<file path="config.mk">
export PLATFORM = sky130hd
export DESIGN_NAME = clkgen_ctl
export DESIGN_NICKNAME = d
export VERILOG_FILES = /design/src/rtl/clkgen_pkg.sv /design/src/rtl/clkgen_stage.sv /design/src/rtl/clkgen_presc.sv /design/src/rtl/clkgen_host.sv /design/src/rtl/clkgen_ctl.sv
export SDC_FILE = /design/constraint.sdc
export NUM_CORES = 1
export LEC_CHECK = 0
export BUFFER_PORTS_ARGS = -buffer_cell sky130_fd_sc_hd__buf_2
export CORE_ASPECT_RATIO = 1.5
export CORE_UTILIZATION = 50
export DETAILED_ROUTE_END_ITERATION = 10
export PLACE_DENSITY_LB_ADDON = 0.08
export SYNTH_ARGS = -nofsm -noshare
export SYNTH_HDL_FRONTEND = slang
export SYNTH_SLANG_ARGS = --single-unit
</file>
<file path="constraint.sdc">
create_clock -name clk -period 4 [get_ports clk]
set_input_delay 1 -clock clk [delete_from_list [all_inputs] [get_ports clk]]
set_output_delay 1 -clock clk [all_outputs]
set_load 0.01 [all_outputs]
</file>
<file path="src/rtl/clkgen_pkg.sv">
package clkgen_pkg;
    localparam int NW = 5;
    localparam int MW = 14;
    localparam int DW = 3;
    localparam int AW = 3;
    localparam int BW = 8;

    localparam logic [AW-1:0] A_MLO  = 3'd0;
    localparam logic [AW-1:0] A_MHI  = 3'd1;
    localparam logic [AW-1:0] A_NSET = 3'd2;
    localparam logic [AW-1:0] A_CTRL = 3'd3;
    localparam logic [AW-1:0] A_DIV  = 3'd4;
    localparam logic [AW-1:0] A_STAT = 3'd5;

    localparam logic [DW-1:0] DIV_MIN = 3'd1;
    localparam logic [DW-1:0] DIV_MAX = 3'd5;

    typedef struct packed {
        logic [NW-1:0] n;
        logic [MW-1:0] m;
    } mult_cfg_t;
endpackage

</file>
<file path="src/rtl/clkgen_stage.sv">
module clkgen_stage
    import clkgen_pkg::*;
#(
    parameter logic [NW-1:0] DEF_N = 5'd0,
    parameter logic [MW-1:0] DEF_M = 14'd121
) (
    input  logic          clk,
    input  logic          rst_n,
    input  logic          soft_rst,
    input  logic          wr,
    input  logic [AW-1:0] addr,
    input  logic [BW-1:0] wdata,
    input  logic          busy,
    output mult_cfg_t     staged,
    output logic          start_req,
    output logic          start_fast,
    output logic          div_wr,
    output logic [DW-1:0] div_val,
    output logic          done_clr
);
    mult_cfg_t stg_d, stg_q;

    always_comb begin
        stg_d = stg_q;
        if (soft_rst) begin
            stg_d.n = DEF_N;
            stg_d.m = DEF_M;
        end else if (wr) begin
            case (addr)
                A_MLO:   stg_d.m[7:0]    = wdata;
                A_MHI:   stg_d.m[MW-1:8] = wdata[MW-9:0];
                A_NSET:  stg_d.n         = wdata[NW-1:0];
                default: ;
            endcase
        end
    end

    always_ff @(posedge clk or negedge rst_n) begin
        if (!rst_n) begin
            stg_q.n <= DEF_N;
            stg_q.m <= DEF_M;
        end else begin
            stg_q <= stg_d;
        end
    end

    assign staged     = stg_q;
    assign start_req  = wr && (addr == A_CTRL) && wdata[0];
    assign start_fast = wdata[1];
    assign div_val    = wdata[DW-1:0];
    assign div_wr     = wr && (addr == A_DIV) && !busy
                        && (wdata[BW-1:DW] == '0)
                        && (div_val >= DIV_MIN) && (div_val <= DIV_MAX);
    assign done_clr   = wr && (addr == A_STAT) && wdata[1];
endmodule

</file>
<file path="src/rtl/clkgen_presc.sv">
module clkgen_presc
    import clkgen_pkg::*;
#(
    parameter logic [DW-1:0] DEF_DIV = 3'd5
) (
    input  logic          clk,
    input  logic          rst_n,
    input  logic          soft_rst,
    input  logic          fallback,
    input  logic          force_one,
    input  logic          wr,
    input  logic [DW-1:0] wval,
    input  logic          pmc_en,
    output logic          tick,
    output logic          core_ce,
    output logic [DW-1:0] div_cur,
    output logic [DW-1:0] div_pend
);
    typedef struct packed {
        logic [DW-1:0] cur;
        logic [DW-1:0] pend;
        logic [DW-1:0] cnt;
    } presc_t;

    presc_t ps_d, ps_q;

    assign tick = (ps_q.cnt == ps_q.cur - 1'b1);

    always_comb begin
        ps_d = ps_q;
        if (soft_rst) begin
            ps_d.cur  = DEF_DIV;
            ps_d.pend = DEF_DIV;
            ps_d.cnt  = '0;
        end else begin
            if (fallback)       ps_d.pend = DEF_DIV;
            else if (force_one) ps_d.pend = DIV_MIN;
            else if (wr)        ps_d.pend = wval;
            if (tick) begin
                ps_d.cur = ps_q.pend;
                ps_d.cnt = '0;
            end else begin
                ps_d.cnt = ps_q.cnt + 1'b1;
            end
        end
    end

    always_ff @(posedge clk or negedge rst_n) begin
        if (!rst_n) begin
            ps_q.cur  <= DEF_DIV;
            ps_q.pend <= DEF_DIV;
            ps_q.cnt  <= '0;
        end else begin
            ps_q <= ps_d;
        end
    end

    assign core_ce  = tick && pmc_en;
    assign div_cur  = ps_q.cur;
    assign div_pend = ps_q.pend;
endmodule

</file>
<file path="src/rtl/clkgen_host.sv">
module clkgen_host #(
    parameter int MON_CYC = 16
) (
    input  logic clk,
    input  logic rst_n,
    input  logic soft_rst,
    input  logic host_cfg_en,
    output logic host_ce,
    output logic host_drop,
    output logic mon_busy,
    output logic mon_ok
);
    localparam int CW = $clog2(MON_CYC + 1);
    localparam logic [CW-1:0] MON_LAST = CW'(MON_CYC - 1);

    typedef struct packed {
        logic          prev;
        logic          on;
        logic          ph;
        logic          mbusy;
        logic          mok;
        logic [CW-1:0] mcnt;
    } host_t;

    host_t hs_d, hs_q;
    logic  rise, fall;

    assign rise = host_cfg_en && !hs_q.prev;
    assign fall = !host_cfg_en && hs_q.prev;

    always_comb begin
        hs_d = hs_q;
        if (soft_rst) begin
            hs_d.prev  = host_cfg_en;
            hs_d.on    = 1'b0;
            hs_d.ph    = 1'b0;
            hs_d.mbusy = 1'b0;
            hs_d.mok   = 1'b0;
            hs_d.mcnt  = '0;
        end else begin
            hs_d.prev = host_cfg_en;
            if (hs_q.on) hs_d.ph = ~hs_q.ph;
            if (hs_q.mbusy) begin
                if (hs_q.mcnt == '0) begin
                    hs_d.mbusy = 1'b0;
                    hs_d.mok   = 1'b1;
                end else begin
                    hs_d.mcnt = hs_q.mcnt - 1'b1;
                end
            end
            if (rise) begin
                hs_d.on    = 1'b1;
                hs_d.ph    = 1'b0;
                hs_d.mbusy = 1'b1;
                hs_d.mok   = 1'b0;
                hs_d.mcnt  = MON_LAST;
            end else if (fall) begin
                hs_d.on    = 1'b0;
                hs_d.ph    = 1'b0;
                hs_d.mbusy = 1'b0;
                hs_d.mok   = 1'b0;
            end
        end
    end

    always_ff @(posedge clk or negedge rst_n) begin
        if (!rst_n) begin
            hs_q <= '0;
        end else begin
            hs_q <= hs_d;
        end
    end

    assign host_ce   = hs_q.on && hs_q.ph;
    assign host_drop = fall && hs_q.on && !soft_rst;
    assign mon_busy  = hs_q.mbusy;
    assign mon_ok    = hs_q.mok;
endmodule

</file>
<file path="src/rtl/clkgen_ctl.sv">
module clkgen_ctl
    import clkgen_pkg::*;
#(
    parameter logic [NW-1:0] DEF_N   = 5'd0,
    parameter logic [MW-1:0] DEF_M   = 14'd121,
    parameter logic [DW-1:0] DEF_DIV = 3'd5,
    parameter int            MON_CYC = 16
) (
    input  logic          clk,
    input  logic          rst_n,
    input  logic          wdt_rst,
    input  logic          dbg_rst,
    input  logic          bus_wr,
    input  logic [AW-1:0] bus_addr,
    input  logic [BW-1:0] bus_wdata,
    output logic [BW-1:0] bus_rdata,
    input  logic          pmc_en,
    input  logic          host_cfg_en,
    input  logic          mult_ready,
    output logic [NW-1:0] mult_n,
    output logic [MW-1:0] mult_m,
    output logic          mult_fast,
    output logic          mult_load,
    output logic [DW-1:0] core_div,
    output logic          core_ce,
    output logic          host_ce,
    output logic          irq
);
    typedef struct packed {
        mult_cfg_t cur;
        logic      fast;
        logic      busy;
        logic      done;
        logic      load;
    } ctl_t;

    ctl_t          st_d, st_q;
    mult_cfg_t     staged;
    logic          soft_rst, start_req, start_fast, div_wr, done_clr;
    logic          start_ok, host_drop, mon_busy, mon_ok, div_tick, busy;
    logic [DW-1:0] div_val, div_pend;

    assign soft_rst = wdt_rst || dbg_rst;
    assign busy     = st_q.busy;
    assign start_ok = start_req && !st_q.busy && !soft_rst && !host_drop;

    clkgen_stage #(.DEF_N(DEF_N), .DEF_M(DEF_M)) stage_i (
        .clk(clk), .rst_n(rst_n), .soft_rst(soft_rst),
        .wr(bus_wr), .addr(bus_addr), .wdata(bus_wdata), .busy(st_q.busy),
        .staged(staged), .start_req(start_req), .start_fast(start_fast),
        .div_wr(div_wr), .div_val(div_val), .done_clr(done_clr)
    );

    clkgen_presc #(.DEF_DIV(DEF_DIV)) presc_i (
        .clk(clk), .rst_n(rst_n), .soft_rst(soft_rst),
        .fallback(host_drop), .force_one(start_ok),
        .wr(div_wr), .wval(div_val), .pmc_en(pmc_en),
        .tick(div_tick), .core_ce(core_ce),
        .div_cur(core_div), .div_pend(div_pend)
    );

    clkgen_host #(.MON_CYC(MON_CYC)) host_i (
        .clk(clk), .rst_n(rst_n), .soft_rst(soft_rst),
        .host_cfg_en(host_cfg_en), .host_ce(host_ce),
        .host_drop(host_drop), .mon_busy(mon_busy), .mon_ok(mon_ok)
    );

    always_comb begin
        st_d      = st_q;
        st_d.load = 1'b0;
        if (done_clr) st_d.done = 1'b0;
        if (st_q.busy && mult_ready) begin
            st_d.busy = 1'b0;
            st_d.done = 1'b1;
        end
        if (soft_rst) begin
            st_d.cur.n = DEF_N;
            st_d.cur.m = DEF_M;
            st_d.fast  = 1'b0;
            st_d.busy  = 1'b1;
            st_d.load  = 1'b1;
            st_d.done  = 1'b0;
        end else if (host_drop) begin
            st_d.cur.n = DEF_N;
            st_d.cur.m = DEF_M;
            st_d.fast  = 1'b0;
            st_d.busy  = 1'b1;
            st_d.load  = 1'b1;
        end else if (start_ok) begin
            st_d.cur  = staged;
            st_d.fast = start_fast;
            st_d.busy = 1'b1;
            st_d.load = 1'b1;
        end
    end

    always_ff @(posedge clk or negedge rst_n) begin
        if (!rst_n) begin
            st_q.cur.n <= DEF_N;
            st_q.cur.m <= DEF_M;
            st_q.fast  <= 1'b0;
            st_q.busy  <= 1'b0;
            st_q.done  <= 1'b0;
            st_q.load  <= 1'b0;
        end else begin
            st_q <= st_d;
        end
    end

    always_comb begin
        case (bus_addr)
            A_MLO:   bus_rdata = staged.m[7:0];
            A_MHI:   bus_rdata = {{(BW - (MW - 8)){1'b0}}, staged.m[MW-1:8]};
            A_NSET:  bus_rdata = {{(BW - NW){1'b0}}, staged.n};
            A_CTRL:  bus_rdata = {{(BW - 2){1'b0}}, st_q.fast, 1'b0};
            A_DIV:   bus_rdata = {{(BW - DW){1'b0}}, div_pend};
            A_STAT:  bus_rdata = {{(BW - 4){1'b0}}, mon_ok, mon_busy, st_q.done, st_q.busy};
            default: bus_rdata = '0;
        endcase
    end

    assign mult_n    = st_q.cur.n;
    assign mult_m    = st_q.cur.m;
    assign mult_fast = st_q.fast;
    assign mult_load = st_q.load;
    assign irq       = st_q.done;
endmodule

</file>
==> results.sh, run 1 <==
export IMPL_drv_cap=0
export IMPL_die_h_um=96.7
export IMPL_path_class="input port to output pin"
export IMPL_crit_path_max_fanout=18
export IMPL_place_congestion=0.852
export IMPL_coreArea_um2=5790
export IMPL_cts_made_buffers=9
export IMPL_cts_resized_gates=0
export IMPL_drt_first_pass_iters=4
export IMPL_fin_crit_sh_pct=76.1
export IMPL_setup_viol=0
export IMPL_io_pins=54
export IMPL_tns_ns=0
export IMPL_wl_per_cell_um=15.0
export IMPL_wl_mm=6.66
export IMPL_finalHoldViolCount=0
export IMPL_vias=2351
export IMPL_syn_to_final_growth_pct=15.7
export IMPL_crit_required_ns=3.00
export IMPL_drc_errors=0
export IMPL_ant_nets=0
export IMPL_grt_overflow=0
export IMPL_grt_start_max_net_pins=32
export IMPL_grt_pass1_wl_mm=11.1
export IMPL_synth_top_family_by_area="simple AND/OR/NAND/NOR gates"
export IMPL_grt_total_usage_pct=23.7
export IMPL_syn_nets=344
export IMPL_synth_cell_area_um2=2990
export IMPL_synth_distinct_cells=43
export IMPL_drtIter0Drc=138
export IMPL_ys_ff_latch=61
export IMPL_fillers=554
export IMPL_synthTopCellsByArea="dfrtp_1, dfstp_2, nand2_1"
export IMPL_status="complete, no violations"
export IMPL_clk_pin_slew_worst_paths_ns=0.06
export IMPL_synth_adder_area_share_pct=2.09
export IMPL_yosys_area_top_type="dfrtp_1"
export IMPL_grt_pass1_vias=2283
export IMPL_synth_ff_type="dfrtp_1"
export IMPL_finalMaxSlewViolations=0
export IMPL_reg2reg_setup_slack_ns=2.06
export IMPL_cp_start_kind="input port"
export IMPL_io_buffers=53
export IMPL_syn_inst=320
export IMPL_synth_edf_count=0
export IMPL_drive_gt1_share_pct=24.5
export IMPL_start_util_pct=51.7
export IMPL_dieWidth_um=65.1
export IMPL_relSlewSlack_pct=42.3
export IMPL_finalCriticalPeriod_ns=3.04
export IMPL_synth_area_mux_share_pct=7.16
export IMPL_place_hpwl_mm=4.86
export IMPL_endpoint_kind="output pin"
export IMPL_rsz0062_at_grt="no"
export IMPL_antenna_found_initial=0
export IMPL_p_total_mw=1.23
export IMPL_irDropWorstVdd_mv=0.202
export IMPL_rows=34
export IMPL_ys_seq_area_share_pct=51.7
export IMPL_yosysWarnings=0
export IMPL_hold_class="flip-flop to flip-flop"
export IMPL_clock_sinks=61
export IMPL_worst_slew_pin_slew_ns=0.859
export IMPL_h_tree_depth=3
export IMPL_cts_tree="done"
export IMPL_synth_xor_area_share_pct=1.93
export IMPL_nets=391
export IMPL_worst_ep_arrival_time_ns=2.04
export IMPL_synth_compound_gate_area_share_pct=9.46
export IMPL_ctsHoldBuffers=0
export IMPL_async_flop_share_pct=100
export IMPL_p_per_area_nw_per_um2=356
export IMPL_synth_top_area_share_pct=39.3
export IMPL_diodes=0
export IMPL_clock_root_buffer="clkbuf_8"
export IMPL_p_leak_nw=1.61
export IMPL_clk_latency_ns=0.34
export IMPL_synth_simple_area_share_pct=23.2
export IMPL_synth_avg_cell_area_um2=9.34
export IMPL_max_freq_mhz=328
export IMPL_dieArea_um2=6300
export IMPL_fin_skew_ns=0.00945
export IMPL_viasPerCell=5.30
export IMPL_cts_buffer_depth=2
export IMPL_postCtsSetupBuffers=0
## layer usage
metal	wire (um)	GRT usage [%]	part of all wire, %
met2	3500	41.1	52
met3	181	2.83	2.7
met4	163	12.0	2.4
met5	0	0	0
met1	2820	28.2	42
## worst max-delay path: stages
cell and delay (ns):
buf_2 0.30, nor2b_1 0.27, a21oi_1 0.09, o21ai_0 0.21, buf_2 0.17
## state kept, by name, indices dropped and copies added, names as in the netlist
name	count
host_i.mon_busy	1
stage_i.staged	19
host_i.hs_q	8
host_i.mon_ok	1
irq	1
presc_i.ps_q	3
presc_i.div_pend	3
busy	1
mult_n	5
mult_m	14
presc_i.div_cur	3
mult_load	1
mult_fast	1
## cell usage in the layout, fill, tap and decap left out, types with 2 or more instances in the layout
cell	instances
nand3_1	17
nor2_1	29
nor3_1	7
dfstp_2	14
a211oi_1	2
ha_1	5
inv_1	10
clkbuf_8	12
and2_1	4
clkbuf_1	3
nor4b_1	2
dfrtp_1	47
nand2_1	69
buf_4	3
mux2i_1	18
nand2b_1	2
nand3b_1	2
buf_2	53
o21a_1	3
xnor2_1	2
xor2_1	2
and3_1	2
a21oi_1	31
o21ai_0	7
nor2b_1	2
or3_1	4
o22ai_1	2
## report_power, final
part | total (mW) | internal (mW) | switching, mW
combinational | 0.0999 | 0.0343 | 0.0656
clock | 0.499 | 0.275 | 0.224
sequential | 0.633 | 0.626 | 0.00693
total | 1.23 | 0.936 | 0.296
## worst paths after layout
path | startpoint | end | cells past startpoint
worst min-delay path | presc_i.ps_q[0] | presc_i.ps_q[0] | 1
worst max-delay path | bus_addr[1] | bus_rdata[2] | 5
worst max register to register | host_i.hs_q[0] | host_i.hs_q[1] | 6
min in group asynchronous | rst_n | presc_i.ps_q[2] | 1
worst min register to register | presc_i.ps_q[0] | presc_i.ps_q[0] | 1
max in group asynchronous | rst_n | mult_m[3] | 2
## synth_stat cells, types with 3 or more instances
library cell  count
nand2_1          69
dfrtp_1          47
a21oi_1          31
nor2_1           29
mux2i_1          18
nand3_1          17
dfstp_2          14
clkbuf_1         13
inv_1            10
nor3_1            7
o21ai_0           7
ha_1              5
and2_1            4
or3_1             4
buf_2             3
buf_4             3
nor4b_1           3
o21a_1            3
## final cells by class
class / count / area [um2] / area share [%]
well taps: 72 / 90.1 / 2.61
clock buffers: 15 / 176 / 5.10
clock inverters: 1 / 5.00 / 0.145
inverters: 10 / 37.5 / 1.09
multi-input cells: 229 / 1320 / 38.1
flip-flops and latches: 61 / 1540 / 44.7
repair buffers: 56 / 288 / 8.32
## per-stage QoR
stage	util [%]	instances	hold WS, ns	setup slack, ns	instance area (um2)
after CTS	59.8	444	0.486	0.943	3460
final	59.8	444	0.482	0.955	3460
after floorplan	-	320	0.448	1.04	2990
after detailed placement	56.6	428	0.477	0.968	3280
after global placement	56.6	428	0.462	0.985	3280
after global routing	59.8	444	0.507	0.825	3460
## kinds of logic after synthesis
family          count (synthesis)
xor+xnor                        5
fa+ha+maj                       5
simple gates                  149
buf+inv                        30
mux                            20
compound gates                 50
flops                          61
(Power assumes the default switching activity.)
==> run 2, diff against run 1 <==
- clock period: 4 -> 2.8 ns (I/O delays scaled with it)
==> results.sh, run 2 (synthesis gave the netlist of run 1 again) <==
export IMPL_grt_pass1_wl_mm=11.4
export IMPL_status="complete, no violations"
export IMPL_antenna_found_initial=0
export IMPL_layout_common_cells="nand2_1, buf_2, dfrtp_1, a21oi_1, nor2_1"
export IMPL_reg2reg_setup_slack_ns=0.93
export IMPL_wl_mm=6.76
export IMPL_nets=396
export IMPL_layout_commonest_cell="nand2_1"
export IMPL_start_util_pct=51.7
export IMPL_grt_start_max_net_pins=26
export IMPL_worst_ep_arrival_time_ns=1.81
export IMPL_postCtsSetupBuffers=0
export IMPL_ctsHoldBuffers=0
export IMPL_combPwrFrac_pct=8.7
export IMPL_path_class="flip-flop to output pin"
export IMPL_busiest_layer="met2"
export IMPL_max_freq_mhz=398
export IMPL_use_met1_pct=27.7
export IMPL_clk_latency_ns=0.33
export IMPL_finalMaxSlewViolations=0
export IMPL_finalCriticalPeriod_ns=2.51
export IMPL_syn_to_final_growth_pct=15.9
export IMPL_multiInputGateArea_um2=1320
export IMPL_place_hpwl_mm=5.06
export IMPL_clock_root_buffer="clkbuf_8"
export IMPL_fin_crit_sh_pct=89.8
export IMPL_p_int_mw=1.27
export IMPL_crit_path_max_fanout=3
export IMPL_hold_class="input port to asynchronous set/reset pin"
export IMPL_ff_latch_area_um2=1540
export IMPL_layout_cells_non_filler=449
export IMPL_dp_slack_ns=0.359
export IMPL_io_pins=54
export IMPL_use_met2_pct=41.7
export IMPL_clk_pin_slew_worst_paths_ns=0.07
export IMPL_coreArea_um2=5790
export IMPL_dieArea_um2=6300
export IMPL_cts_resized_gates=0
export IMPL_largest_reg_flops=19
export IMPL_seqPwrFrac_pct=53.8
export IMPL_viasPerCell=5.37
export IMPL_rsz0062_at_grt="no"
export IMPL_finalHoldViolCount=0
export IMPL_vias=2412
export IMPL_startpoint="presc_i.div_cur[0]"
export IMPL_clock_sinks=61
export IMPL_drc_errors=0
export IMPL_drv_cap=0
export IMPL_dieWidth_um=65.1
export IMPL_drt_first_pass_iters=4
export IMPL_swShare_pct=24.6
export IMPL_setup_slack_ns=0.286
export IMPL_worst_slew_pin_slew_ns=0.724
export IMPL_io_buffers=53
export IMPL_place_congestion=0.908
export IMPL_ant_nets=0
export IMPL_rows=34
export IMPL_fillers=545
export IMPL_endpoint_kind="output pin"
export IMPL_netSwitchingPower_mw=0.414
export IMPL_grt_total_usage_pct=24.2
export IMPL_worst_r2r_startpoint="host_i.hs_q[0]"
export IMPL_p_per_area_nw_per_um2=485
export IMPL_p_leak_nw=1.62
export IMPL_tns_ns=0
export IMPL_relSlewSlack_pct=51.1
export IMPL_slowest_delay_ns=0.56
export IMPL_die_h_um=96.7
export IMPL_path_cells="inv_1 > ha_1 > xnor3_1 > nand3_1 > nor2_1 > buf_2"
export IMPL_clockPowerShare_pct=37.5
export IMPL_post_route_util_pct=59.9
export IMPL_cts_tree="done"
export IMPL_dpl_cell_count=433
export IMPL_drive_gt1_share_pct=24.9
export IMPL_cts_buffer_depth=2
export IMPL_crit_required_ns=2.10
export IMPL_grt_overflow=0
export IMPL_irDropWorstVdd_mv=0.330
export IMPL_wl_per_cell_um=15.0
export IMPL_grtUsageMet3_pct=4.72
export IMPL_setup_viol=0
export IMPL_grt_pass1_vias=2417
export IMPL_cp_start_kind="flip-flop"
export IMPL_cts_made_buffers=9
export IMPL_h_tree_depth=3
export IMPL_drtIter0Drc=133
export IMPL_slowest_stage="dfstp_2"
export IMPL_fin_skew_ns=0.00723
export IMPL_diodes=0
## run 2: stage by stage
step | hold WS [ns] | area, um2 | total power, mW
2_1_floorplan | 0.404 | 2990 | 1.00
3_3_place_gp | 0.472 | 3310 | 1.07
3_5_place_dp | 0.480 | 3310 | 1.07
4_1_cts | 0.307 | 3470 | 1.70
5_1_grt | 0.327 | 3470 | 1.75
6_report | 0.302 | 3470 | 1.68
## run 2: routing by layer
metal  wire (um)  vias to the layer above  part of all wire [%]
met2        3580                       50                    53
li1            -                     1188                     -
met4         205                        0                   3.0
met1        2750                     1161                    41
met5           0                        -                     0
met3         221                       13                   3.3
## run 2: power by group through the flow
stage,Clock (mW),Combinational [mW],Sequential (mW)
after floorplan,0,0.0838,0.917
after global placement,0,0.147,0.920
after detailed placement,0,0.148,0.920
after CTS,0.644,0.149,0.904
after global routing,0.676,0.165,0.905
final,0.629,0.146,0.904
## run 2: critical path: cells and delay by family (launching register included)
kind	cells	cell delay [ns]
XOR/XNOR	1	0.37
AND/OR/NAND/NOR	2	0.19
adder cells (fa/ha/maj)	1	0.19
flip-flops	1	0.56
buffers and inverters	2	0.19
## run 2: final cells by class
type,count,area share (%)
Clock buffer,14,4.12
Clock inverter,2,0.289
Inverter,10,1.08
Multi-Input combinational cell,229,38.0
Sequential cell,61,44.5
Tap cell,72,2.60
Timing Repair Buffer,61,9.39
## run 2: path summary, 6_finish.rpt
kind,to,depth (start not counted)
worst max-delay path,core_ce,6
worst min-delay path,mult_n[4],1
worst max register to register,host_i.hs_q[1],6
worst min register to register,presc_i.ps_q[0],1
max in group asynchronous,presc_i.div_pend[0],2
min in group clk,presc_i.ps_q[0],1
==> run 3, diff against run 2 <==
--- a/config.mk
+++ b/config.mk
@@ -11,5 +11,7 @@
 export DETAILED_ROUTE_END_ITERATION = 10
 export PLACE_DENSITY_LB_ADDON = 0.08
+export RECOVER_POWER = 100
 export SYNTH_ARGS = -nofsm -noshare
 export SYNTH_HDL_FRONTEND = slang
+export SYNTH_HIERARCHICAL = 1
 export SYNTH_SLANG_ARGS = --single-unit
==> constraint.sdc (replaced) <==
create_clock -name clk -period 2.8 [get_ports clk]
set_input_delay 0.7 -clock clk [delete_from_list [all_inputs] [get_ports clk]]
set_output_delay 0.7 -clock clk [all_outputs]
set_load 0.1 [all_outputs]
==> results.sh, run 3 <==
export IMPL_yosysMostFrequentCell="dfrtp_1"
export IMPL_synth_edf_count=0
export IMPL_dpl_instance_area_um2=3630
export IMPL_drc_errors=0
export IMPL_finalHoldViolCount=0
export IMPL_drt_first_pass_iters=4
export IMPL_synth_distinct_cells=54
export IMPL_max_freq_mhz=372
export IMPL_ys_ff_latch=61
export IMPL_wl_per_cell_um=17.3
export IMPL_yosysWarnings=6
export IMPL_synth_avg_cell_area_um2=11.1
export IMPL_syn_to_final_growth_pct=17.0
export IMPL_grt_pass1_wl_mm=11.9
export IMPL_cp_start_kind="flip-flop"
export IMPL_ys_seq_area_share_pct=48.9
export IMPL_wl_mm=7.17
export IMPL_io_buffers=53
export IMPL_irDropWorstVdd_mv=0.331
export IMPL_hold_ws_ns=0.497
export IMPL_combPwrFrac_pct=11.6
export IMPL_netSwitchingPower_mw=0.499
export IMPL_largest_reg_flops=19
export IMPL_diodes=0
export IMPL_hold_class="flip-flop to flip-flop"
export IMPL_clk_pin_slew_worst_paths_ns=0.06
export IMPL_rsz0062_at_grt="no"
export IMPL_rows=35
export IMPL_coreArea_um2=6130
export IMPL_p_leak_nw=1.57
export IMPL_yosys_area_top_type="dfrtp_1"
export IMPL_crit_path_max_fanout=4
export IMPL_status="complete, no violations"
export IMPL_setup_viol=0
export IMPL_p_per_area_nw_per_um2=512
export IMPL_clockPowerShare_pct=40.7
export IMPL_cts_buffer_depth=2
export IMPL_seqPwrFrac_pct=47.8
export IMPL_crit_required_ns=2.10
export IMPL_dieWidth_um=66.9
export IMPL_viasPerCell=5.61
export IMPL_synth_cell_area_um2=3160
export IMPL_clk_latency_ns=0.34
export IMPL_place_hpwl_mm=5.12
export IMPL_cts_tree="done"
export IMPL_synth_ff_type="dfrtp_1"
export IMPL_fin_skew_ns=0.00750
export IMPL_worst_slew_pin_slew_ns=1.36
export IMPL_syn_nets=308
export IMPL_drtIter0Drc=108
export IMPL_place_congestion=0.782
export IMPL_layout_common_cells="dfrtp_1, clkbuf_1, nor2_1, mux2i_1, nor3_1"
export IMPL_ant_nets=0
export IMPL_finalCriticalPeriod_ns=2.69
export IMPL_p_int_mw=1.39
export IMPL_layout_cells_non_filler=414
export IMPL_grt_start_max_net_pins=44
export IMPL_clock_root_buffer="clkbuf_8"
export IMPL_drv_cap=0
export IMPL_postCtsSetupBuffers=0
export IMPL_dieArea_um2=6650
export IMPL_io_pins=54
export IMPL_slowest_delay_ns=0.56
export IMPL_synth_top_area_share_pct=37.2
export IMPL_swShare_pct=26.4
export IMPL_die_h_um=99.4
export IMPL_vias=2324
export IMPL_grt_overflow=0
export IMPL_drive_gt1_share_pct=25.0
export IMPL_tns_ns=0
export IMPL_start_util_pct=51.6
export IMPL_fin_area_um2=3700
export IMPL_path_class="flip-flop to output pin"
export IMPL_synth_common_cells="dfrtp_1, nor2_1, mux2i_1"
export IMPL_grt_pass1_vias=2357
export IMPL_relSlewSlack_pct=9.40
export IMPL_clock_sinks=61
export IMPL_finalMaxSlewViolations=0
export IMPL_layout_commonest_cell="dfrtp_1"
export IMPL_slowest_stage="dfstp_2"
export IMPL_worst_ep_arrival_time_ns=1.99
export IMPL_dpl_cell_count=398
export IMPL_nets=359
export IMPL_antenna_found_initial=0
export IMPL_post_route_util_pct=60.3
export IMPL_grt_total_usage_pct=24.5
export IMPL_async_flop_share_pct=100
export IMPL_syn_inst=284
export IMPL_fin_crit_sh_pct=96.1
export IMPL_synthTopCellsByArea="dfrtp_1, dfstp_2, mux2i_1"
export IMPL_endpoint_kind="output pin"
export IMPL_h_tree_depth=3
export IMPL_path_cells="inv_1 > ha_4 > xnor2_2 > nor3_4 > and2_2 > buf_12"
export IMPL_cts_made_buffers=9
==> run 3: cell types whose count changed after synthesis, moves of 8 or more <==
cell	change
nand3_1	-16
a22o_1	+15
mux2i_1	+8
nor3_1	+9
nand2_1	-63
buf_4	+10
a21oi_1	-20
clkbuf_1	-9
==> run 3: layout make-up <==
class                   count  area [um2]
multi-input cells         186        1430
clock inverters             4        47.5
flip-flops and latches     61        1540
inverters                  13        48.8
clock buffers              12         145
repair buffers             64         390
well taps                  74        92.6
fillers                   556        2430
==> run 3: per-layer routing <==
metal | vias up | wire length [um] | global-route usage (%)
met4 | 0 | 148 | 9.82
met2 | 49 | 3860 | 41.4
met3 | 13 | 237 | 4.47
met1 | 1142 | 2920 | 30.1
met5 | - | 0 | 0
li1 | 1120 | - | -
==> run 3: stage by stage <==
stage | power, mW | worst slack [ns]
6_report | 1.89 | 0.110
5_1_grt | 1.95 | 0.0111
4_1_cts | 1.92 | 0.0796
3_5_place_dp | 1.16 | 0.218
3_3_place_gp | 1.15 | 0.237
2_1_floorplan | 1.07 | -0.581
==> run 3: kinds of logic after synthesis <==
kind of cell    synth area share (%)
mux                             8.23
simple gates                    17.5
compound gates                  13.5
flops                           48.9
xor+xnor                        3.29
fa+ha+maj                       1.98
buf+inv                         6.61
==> run 3: worst max-delay path, delay by kind of cell, from the launching register on <==
kind | cells | cell delay [ns]
xor+xnor | 1 | 0.17
fa+ha+maj | 1 | 0.26
buf+inv | 2 | 0.26
flops | 1 | 0.56
simple gates | 2 | 0.40
==> run 3: repair_timing <==
action                                  in CTS  in global routing
resized for setup                            2                  0
endpoints found under the setup margin       1                  0
hold buffers                                 0                  0
==> run 3: worst paths after layout <==
kind / startpoint / end / slack [ns] / depth (start not counted)
setup / recovery: presc_i/div_cur[0] / core_ce / 0.11 / 6
hold / removal: mult_n[4] / mult_n[4] / 0.50 / 1
setup reg to reg: host_i/hs_q[9] / presc_i/div_pend[1] / 0.74 / 8
hold reg to reg: mult_n[4] / mult_n[4] / 0.50 / 1
max in group asynchronous: rst_n / mult_m[12] / 0.64 / 2
min in group asynchronous: rst_n / presc_i/ps_q[2] / 0.65 / 1
==> run 3: power groups by stage <==
stage	Sequential, mW	Clock [mW]	Combinational [mW]
3_3_place_gp	0.919	0	0.236
3_5_place_dp	0.919	0	0.238
2_1_floorplan	0.927	0	0.141
5_1_grt	0.904	0.811	0.238
4_1_cts	0.904	0.779	0.239
6_report	0.904	0.770	0.219
